## config.mk

```make
export PLATFORM = sky130hd
export DESIGN_NAME = osd_code_interp
export DESIGN_NICKNAME = d
export VERILOG_FILES = /design/src/rtl/osd_cs_pkg.sv /design/src/rtl/osd_cs_classify.sv /design/src/rtl/osd_cs_color.sv /design/src/rtl/osd_code_interp.sv
export SDC_FILE = /design/constraint.sdc
export NUM_CORES = 1
export LEC_CHECK = 0
export BUFFER_PORTS_ARGS = -buffer_cell sky130_fd_sc_hd__buf_4
export CAP_MARGIN = 5
export CORE_MARGIN = 2
export CORE_UTILIZATION = 45
export CTS_BUF_LIST = sky130_fd_sc_hd__clkbuf_8
export DETAILED_ROUTE_END_ITERATION = 6
export GPL_TIMING_DRIVEN = 0
export PLACE_DENSITY = 0.81
export SLEW_MARGIN = 20
export SYNTH_ARGS = -nofsm -noshare
export SYNTH_HDL_FRONTEND = slang
export SYNTH_HIERARCHICAL = 1
export SYNTH_SLANG_ARGS = --single-unit
export TNS_END_PERCENT = 10
```

## constraint.sdc

```tcl
create_clock -name clk -period 2.3 [get_ports clk]
set_clock_uncertainty 0.2 [all_clocks]
set_input_delay 0.345 -clock clk [delete_from_list [all_inputs] [get_ports clk]]
set_output_delay 0.345 -clock clk [all_outputs]
set_load 0.05 [all_outputs]
```

## src/rtl/osd_cs_pkg.sv

```systemverilog
package osd_cs_pkg;
  typedef enum logic [2:0] {
    S_IDLE, S_REQ, S_DATA, S_REQ_LO, S_DATA_LO
  } state_e;

  typedef enum logic [3:0] {
    K_NOP, K_MIRROR, K_RTN, K_EOL, K_COLOR, K_CALL, K_ACCENT, K_ROM, K_HIGH
  } kind_e;

  localparam logic [7:0] SPACE_CODE  = 8'h20;
  localparam logic [2:0] ACC_LOWER   = 3'd5;
  localparam logic [2:0] ACC_UPPER   = 3'd3;
  localparam int         CALL_AW     = 10;
endpackage

```

## src/rtl/osd_cs_classify.sv

```systemverilog
module osd_cs_classify
  import osd_cs_pkg::*;
(
  input  logic [7:0] code_i,
  output kind_e      kind_o,
  output logic       ctrl_o
);
  always_comb begin
    kind_o = K_NOP;
    if (code_i >= 8'h01 && code_i <= 8'h07)      kind_o = K_MIRROR;
    else if (code_i == 8'h08)                    kind_o = K_RTN;
    else if (code_i == 8'h0F)                    kind_o = K_EOL;
    else if (code_i >= 8'h10 && code_i <= 8'h17) kind_o = K_COLOR;
    else if (code_i == 8'h18 || code_i == 8'h19) kind_o = K_CALL;
    else if (code_i >= 8'h20 && code_i <= 8'hDF) kind_o = K_ROM;
    else if (code_i >= 8'hE0 && code_i <= 8'hEF) kind_o = K_ACCENT;
    else if (code_i >= 8'hF0)                    kind_o = K_HIGH;
  end

  assign ctrl_o = (kind_o == K_MIRROR) || (kind_o == K_RTN) || (kind_o == K_COLOR)
               || (kind_o == K_CALL)   || (kind_o == K_ACCENT);
endmodule

```

## src/rtl/osd_cs_color.sv

```systemverilog
module osd_cs_color #(
  parameter int ENTRIES = 16,
  localparam int IDX_W = $clog2(ENTRIES)
) (
  input  logic [ENTRIES*8-1:0] table_i,
  input  logic [IDX_W-1:0]     idx_i,
  output logic [7:0]           color_o,
  output logic                 transp_o
);
  logic [7:0] entry [ENTRIES];

  for (genvar g = 0; g < ENTRIES; g++) begin : g_ent
    assign entry[g] = table_i[g*8 +: 8];
  end

  assign color_o  = entry[idx_i];
  // shadow bit set and all background bits clear
  assign transp_o = color_o[7] && (color_o[6:4] == 3'b000);
endmodule

```

## src/rtl/osd_code_interp.sv

```systemverilog
module osd_code_interp
  import osd_cs_pkg::*;
#(
  parameter int CODE_AW = 10,
  parameter int CELL_W  = 8
) (
  input  logic               clk,
  input  logic               rst_n,
  input  logic               row_start_i,
  input  logic [CODE_AW-1:0] row_base_i,
  input  logic [3:0]         row_clu_i,
  input  logic               row_udc_en_i,
  input  logic [CELL_W-1:0]  row_cells_i,
  input  logic [127:0]       clut_i,
  output logic               mem_rd_o,
  output logic [CODE_AW-1:0] mem_addr_o,
  input  logic [7:0]         mem_data_i,
  output logic               row_busy_o,
  output logic               cmd_valid_o,
  output logic [7:0]         cmd_glyph_o,
  output logic               cmd_udc_o,
  output logic [2:0]         cmd_mirror_o,
  output logic [2:0]         cmd_acc_slices_o,
  output logic [7:0]         cmd_acc_code_o,
  output logic [7:0]         cmd_color_o,
  output logic               cmd_transp_o,
  output logic               err_o
);
  localparam logic [CODE_AW-1:0] ONE = CODE_AW'(1);
  localparam logic [CODE_AW-1:0] TWO = CODE_AW'(2);

  state_e             state_q, state_d;
  logic [CODE_AW-1:0] addr_q, addr_d, ret_q, ret_d;
  logic               ret_vld_q, ret_vld_d;
  logic               blk_q, blk_d, udc_en_q, udc_en_d;
  logic [2:0]         col_q, col_d;
  logic [CELL_W-1:0]  cells_q, cells_d;
  logic [2:0]         pmir_q, pmir_d, pslc_q, pslc_d;
  logic [7:0]         pacc_q, pacc_d;
  logic               a9_q, a9_d;
  logic               cv_q, cv_d, cudc_q, cudc_d, err_q, err_d;
  logic [7:0]         cgl_q, cgl_d, cacc_q, cacc_d;
  logic [2:0]         cmir_q, cmir_d, cslc_q, cslc_d;
  logic [3:0]         cidx_q, cidx_d;

  kind_e              kind;
  logic               is_ctrl, pending, emit;
  logic [CODE_AW-1:0] target;

  osd_cs_classify u_cls (.code_i(mem_data_i), .kind_o(kind), .ctrl_o(is_ctrl));

  osd_cs_color #(.ENTRIES(16)) u_col (
    .table_i(clut_i), .idx_i(cidx_q), .color_o(cmd_color_o), .transp_o(cmd_transp_o)
  );

  assign pending = (pmir_q != 3'd0) || (pslc_q != 3'd0);

  always_comb begin
    target = '0;
    target[CALL_AW-1:0] = {a9_q, mem_data_i, 1'b0};
  end

  always_comb begin
    state_d = state_q;  addr_d = addr_q;  ret_d = ret_q;  ret_vld_d = ret_vld_q;
    blk_d = blk_q;  udc_en_d = udc_en_q;  col_d = col_q;  cells_d = cells_q;
    pmir_d = pmir_q;  pslc_d = pslc_q;  pacc_d = pacc_q;  a9_d = a9_q;
    cgl_d = cgl_q;  cudc_d = cudc_q;  cmir_d = cmir_q;  cslc_d = cslc_q;
    cacc_d = cacc_q;  cidx_d = cidx_q;
    cv_d = 1'b0;  err_d = 1'b0;  emit = 1'b0;
    unique case (state_q)
      S_IDLE: begin
        if (row_start_i && row_cells_i != '0) begin
          state_d = S_REQ;  addr_d = row_base_i;  cells_d = row_cells_i;
          blk_d = row_clu_i[3];  col_d = row_clu_i[2:0];  udc_en_d = row_udc_en_i;
          ret_vld_d = 1'b0;  pmir_d = '0;  pslc_d = '0;  pacc_d = '0;
        end
      end
      S_REQ:    state_d = S_DATA;
      S_REQ_LO: state_d = S_DATA_LO;
      S_DATA: begin
        state_d = S_REQ;
        addr_d  = addr_q + ONE;
        if (is_ctrl && pending) begin
          err_d = 1'b1;
          if (kind == K_CALL) addr_d = addr_q + TWO;
        end else begin
          unique case (kind)
            K_MIRROR: pmir_d = mem_data_i[2:0];
            K_COLOR:  col_d  = mem_data_i[2:0];
            K_ACCENT: begin
              pslc_d = mem_data_i[3] ? ACC_UPPER : ACC_LOWER;
              pacc_d = mem_data_i;
            end
            K_EOL:    state_d = S_IDLE;
            K_RTN: begin
              if (ret_vld_q) begin
                emit = 1'b1;  cgl_d = SPACE_CODE;  cudc_d = 1'b0;
                cmir_d = '0;  cslc_d = '0;  cacc_d = '0;
                addr_d = ret_q;  ret_vld_d = 1'b0;
              end else begin
                err_d = 1'b1;
              end
            end
            K_CALL: begin
              if (ret_vld_q) begin
                err_d = 1'b1;  addr_d = addr_q + TWO;
              end else begin
                a9_d = mem_data_i[0];  state_d = S_REQ_LO;
              end
            end
            K_ROM, K_HIGH: begin
              emit = 1'b1;  cgl_d = mem_data_i;
              cudc_d = (kind == K_HIGH) && udc_en_q;
              cmir_d = pmir_q;  cslc_d = pslc_q;  cacc_d = pacc_q;
              pmir_d = '0;  pslc_d = '0;  pacc_d = '0;
            end
            default: ;
          endcase
        end
      end
      S_DATA_LO: begin
        state_d = S_REQ;
        ret_d = addr_q + ONE;  ret_vld_d = 1'b1;  addr_d = target;
        emit = 1'b1;  cgl_d = SPACE_CODE;  cudc_d = 1'b0;
        cmir_d = '0;  cslc_d = '0;  cacc_d = '0;
      end
      default: state_d = S_IDLE;
    endcase
    if (emit) begin
      cv_d    = 1'b1;
      cidx_d  = {blk_q, col_q};
      cells_d = cells_q - CELL_W'(1);
      if (cells_q == CELL_W'(1)) state_d = S_IDLE;
    end
  end

  always_ff @(posedge clk or negedge rst_n) begin
    if (!rst_n) begin
      state_q <= S_IDLE;  addr_q <= '0;  ret_q <= '0;  ret_vld_q <= 1'b0;
      blk_q <= 1'b0;  udc_en_q <= 1'b0;  col_q <= '0;  cells_q <= '0;
      pmir_q <= '0;  pslc_q <= '0;  pacc_q <= '0;  a9_q <= 1'b0;
      cv_q <= 1'b0;  cgl_q <= '0;  cudc_q <= 1'b0;  cmir_q <= '0;
      cslc_q <= '0;  cacc_q <= '0;  cidx_q <= '0;  err_q <= 1'b0;
    end else begin
      state_q <= state_d;  addr_q <= addr_d;  ret_q <= ret_d;  ret_vld_q <= ret_vld_d;
      blk_q <= blk_d;  udc_en_q <= udc_en_d;  col_q <= col_d;  cells_q <= cells_d;
      pmir_q <= pmir_d;  pslc_q <= pslc_d;  pacc_q <= pacc_d;  a9_q <= a9_d;
      cv_q <= cv_d;  cgl_q <= cgl_d;  cudc_q <= cudc_d;  cmir_q <= cmir_d;
      cslc_q <= cslc_d;  cacc_q <= cacc_d;  cidx_q <= cidx_d;  err_q <= err_d;
    end
  end

  assign mem_rd_o         = (state_q == S_REQ) || (state_q == S_REQ_LO);
  assign mem_addr_o       = addr_q;
  assign row_busy_o       = (state_q != S_IDLE);
  assign cmd_valid_o      = cv_q;
  assign cmd_glyph_o      = cgl_q;
  assign cmd_udc_o        = cudc_q;
  assign cmd_mirror_o     = cmir_q;
  assign cmd_acc_slices_o = cslc_q;
  assign cmd_acc_code_o   = cacc_q;
  assign err_o            = err_q;

  p_no_back_to_back_rd_r12: assert property (@(posedge clk) disable iff (!rst_n)
    mem_rd_o |=> !mem_rd_o);
  p_idle_no_read_r10: assert property (@(posedge clk) disable iff (!rst_n)
    !row_busy_o |-> !mem_rd_o);
  p_zero_cells_ignored_r11: assert property (@(posedge clk) disable iff (!rst_n)
    (!row_busy_o && row_start_i && row_cells_i == '0) |=> !row_busy_o);
  p_jump_emits_space_r7: assert property (@(posedge clk) disable iff (!rst_n)
    (state_q == S_DATA_LO) |=> (cmd_valid_o && cmd_glyph_o == SPACE_CODE && ret_vld_q));
  p_one_modifier_r9: assert property (@(posedge clk) disable iff (!rst_n)
    !((pmir_q != 3'd0) && (pslc_q != 3'd0)));
  p_modifier_consumed_r3: assert property (@(posedge clk) disable iff (!rst_n)
    (cmd_valid_o && cmd_glyph_o != SPACE_CODE) |-> (pmir_q == 3'd0 && pslc_q == 3'd0));
  p_accent_span_legal_r4: assert property (@(posedge clk) disable iff (!rst_n)
    cmd_valid_o |-> (cmd_acc_slices_o == 3'd0 || cmd_acc_slices_o == ACC_UPPER
                     || cmd_acc_slices_o == ACC_LOWER));
endmodule

```

==> impl_metrics.toml <==
[power]
switching_share_pct = 48.81
power.switching_w = 0.004894
peakVddDrop_v = 0.0009809
power_frac_seq_pct = 23.6
power_density_nw_per_um2 = 1259
internal-power_w = 0.005132
p_comb_share_pct = 65.5
leakage_nw = 3.711
p_clk_share_pct = 10.9

[synth]
yosysTopAreaCell = "dfrtp_1"
synth_warnings = 6
syn-cell-area_um2 = 5431
syn_avg_cell_area_um2 = 9.496
synthTopCellsByCount = "nand2_1 (119), dfrtp_1 (79), nor2_1 (44)"
yosys-top-cells-area = "dfrtp_1 (36%), mux4_2 (15%), nand2_1 (8.2%)"
async_flop_share_pct = 100.0
syn_inst = 572
synth-edff-count = 0
synth_ff_type = "dfrtp_1"
ys_seq_area_share_pct = 36.40
synth-seq-cells = 79
syn-num-nets = 738
post_synth_num_cell_types = 81
synthDominantCellAreaShare_pct = 36.40
post-synth-top-count-cell = "nand2_1"

[clock_network]
cts_tree = "done"
clock_path_buffers = 2
cts-buffers-inserted = 9
clk_pin_slew_ps = 80
clock_sinks = 79
cts_htree_levels = 3
clkLatencyLatePin_ps = 370
root_buffer = "clkbuf_8"

[placement]
placedCellCount = 926
gp_congestion = 0.9215
io_buffers = 207
pre_cts_ws_ps = -797.8
dp_hpwl_um = 14200

[setup_path]
cp_common_cell = "buf_6"
crit_path_top_delay_cell = "mux4_2"
max_stage_delay_ps = 510
worst-path-buf-inv = 3
path_delay_family = "multiplexers"
crit_chain = "buf_6, buf_12, mux4_2, a22oi_2, nand3_4, nor4b_4, buf_6"
worstPathRequired_ps = 1750
cp.arrival_ps = 2370
cp-end-kind = "output port"
crit_type = "reg2out"
start_kind = "flop"
cp_max_fo = 10

[status]
violations = "negative hold slack, negative setup slack"
status = "finished with violations"

[sta]
setup_ws_ps = -614.1
tns_ps = -16790
slew_violations = 0
max_slew_margin_pct = 51.40
max_freq_mhz = 343.2
setup_violations = 70
fin_crit_ps = 2914
hold_viol = 1
whs_ps = -1.814
min_period_over_period_pct = 126.7
worst_pin_slew_ps = 729.0
rsz0062_at_grt = "true"

[global_route]
grt_start_max_net_pins = 80
first_global_vias = 5714
antenna_found_initial = 0
grt.overflow.total = 0
top_usage_layer = "met2"
grt_util_met2_pct = 50.86
track_usage_pct = 28.32
grt_pass1_wl_um = 28860
gr-usage-met3_pct = 5.420
grtUsageMet1_pct = 31.40

[drt]
ant_nets = 0
drc_errors = 0
dr.pass1.iters = 5
routed-via-count = 5745
drt-initial-drc-count = 405
routed_via_density = 5.978
wl_per_cell_um = 19.91
routed_wl_um = 19130

[die]
ioPinCount = 208
rows = 40
design.core.area_um2 = 11910
die_y_um = 113.9
initial_utilization_pct = 45.60
design.die.area_um2 = 12970
die_w_um = 113.9

[job]
maxCapViolCount = 0

[hold_path]
hold_path_class = "in2reg"

[layout]
nNetsFinal = 975
n_antenna_cell = 0
layout-drive-gt1-share_pct = 45.82
utilization_pct = 66.88
final.fill_count = 935
final_cells = 961
area_growth_pct = 46.67
==> routing by layer <==
layer  share of wire [%]  wire, µm
met1                  35      6665
met2                  53     10080
met3                 7.8      1486
met4                 4.7       896
met5                   0         0
==> state kept, by name, indices dropped and copies added (netlist names), 2 cells and up <==
signal,flops
cmd_glyph_o,8
cmd_mirror_o,3
col_q,3
cmd_acc_slices_o,2
pmir_q,3
state_q,3
ret_q,10
cells_q,8
cidx_q,4
mem_addr_o,10
cmd_acc_code_o,8
pacc_q,7
pslc_q,3
==> power groups by stage <==
stage	Combinational, W	Sequential [W]	Clock (W)
after floorplan	0.00365	0.00295	0
after detailed placement	0.00594	0.00237	0
final	0.00656	0.00237	0.00109
after global placement	0.00579	0.00234	0
after CTS	0.00616	0.00235	0.00110
after global routing	0.00694	0.00243	0.00116
==> area by class of cell <==
cell class / count / area [µm²] / share of cell area, %
Tap cell: 147 / 183.9 / 2.309
Timing Repair Buffer: 226 / 1763 / 22.13
Multi-Input combinational cell: 444 / 3468 / 43.54
Inverter: 11 / 43.79 / 0.5497
Buffer: 38 / 321.6 / 4.036
Sequential cell: 79 / 1978 / 24.83
Clock inverter: 5 / 56.30 / 0.7068
Clock buffer: 11 / 151.4 / 1.900
==> cells in the final DEF (no fill, tap or decap), types with 5 or more instances in the layout <==
cell type  instances
a21oi_1           15
a22o_1             5
a31oi_1            5
and2_1             6
buf_4            213
buf_6             16
clkbuf_1           5
clkbuf_2          14
clkbuf_8          14
dfrtp_1           78
inv_1             10
mux4_2            36
nand2_1          118
nand3_1           33
nand3_2            5
nor2_1            38
nor3_1             6
o211ai_1           6
o21ai_0           28
o21ai_1            6
xnor2_1            8
xor2_1             9
==> per-stage QoR <==
step / hold WS [ps] / instance area (µm²) / power (W)
floorplan: -150.6 / 5580 / 0.006594
global placement: 255.0 / 7318 / 0.008135
detailed placement: 261.1 / 7318 / 0.008315
CTS: 9.814 / 7716 / 0.009609
global route: 20.56 / 7966 / 0.01053
finish: -1.814 / 7966 / 0.01003
==> tightest hold or removal path, stage by stage <==
cell and delay [ps]:
buf_4 70, nand2_1 60, nand2_1 60
==> final timing paths <==
| path | from | to | slack [ps] | depth (start not counted) |
|---|---|---|---|---|
| setup / recovery | cidx_q[0]$_DFFE_PN0P_ | cmd_transp_o | -610 | 7 |
| hold / removal | row_clu_i[3] | blk_q$_DFFE_PN0P_ | -2 | 3 |
| setup reg to reg | pmir_q[2]$_DFFE_PN0P_ | pmir_q[2]$_DFFE_PN0P_ | -280 | 6 |
| hold reg to reg | cmd_glyph_o[6]$_DFFE_PN0P_ | cmd_glyph_o[6]$_DFFE_PN0P_ | 270 | 2 |
| max in group asynchronous | rst_n | ret_q[9]$_DFFE_PN0P_ | 1030 | 2 |
| min in group asynchronous | rst_n | mem_addr_o[8]$_DFFE_PN0P_ | 350 | 2 |
==> timing repair <==
item                                   4_1_cts  5_1_grt
setup endpoints to repair                   72       78
hold buffers                                 2        0
resized for setup                           38       51
endpoints found under the hold margin       51        0
pin swaps                                   17       14
setup buffers                                5       12
==> logic make-up after synthesis <==
| family | after synthesis | synth area share [%] |
|---|---|---|
| buffers and inverters | 49 | 4.492 |
| adder cells (fa/ha/maj) | 4 | 0.9215 |
| XOR/XNOR | 17 | 2.741 |
| multiplexers | 46 | 16.93 |
| AO/OA/AOI/OAI | 116 | 15.66 |
| flip-flops | 79 | 36.40 |
| AND/OR/NAND/NOR | 261 | 22.85 |
(Power assumes the default switching activity.)
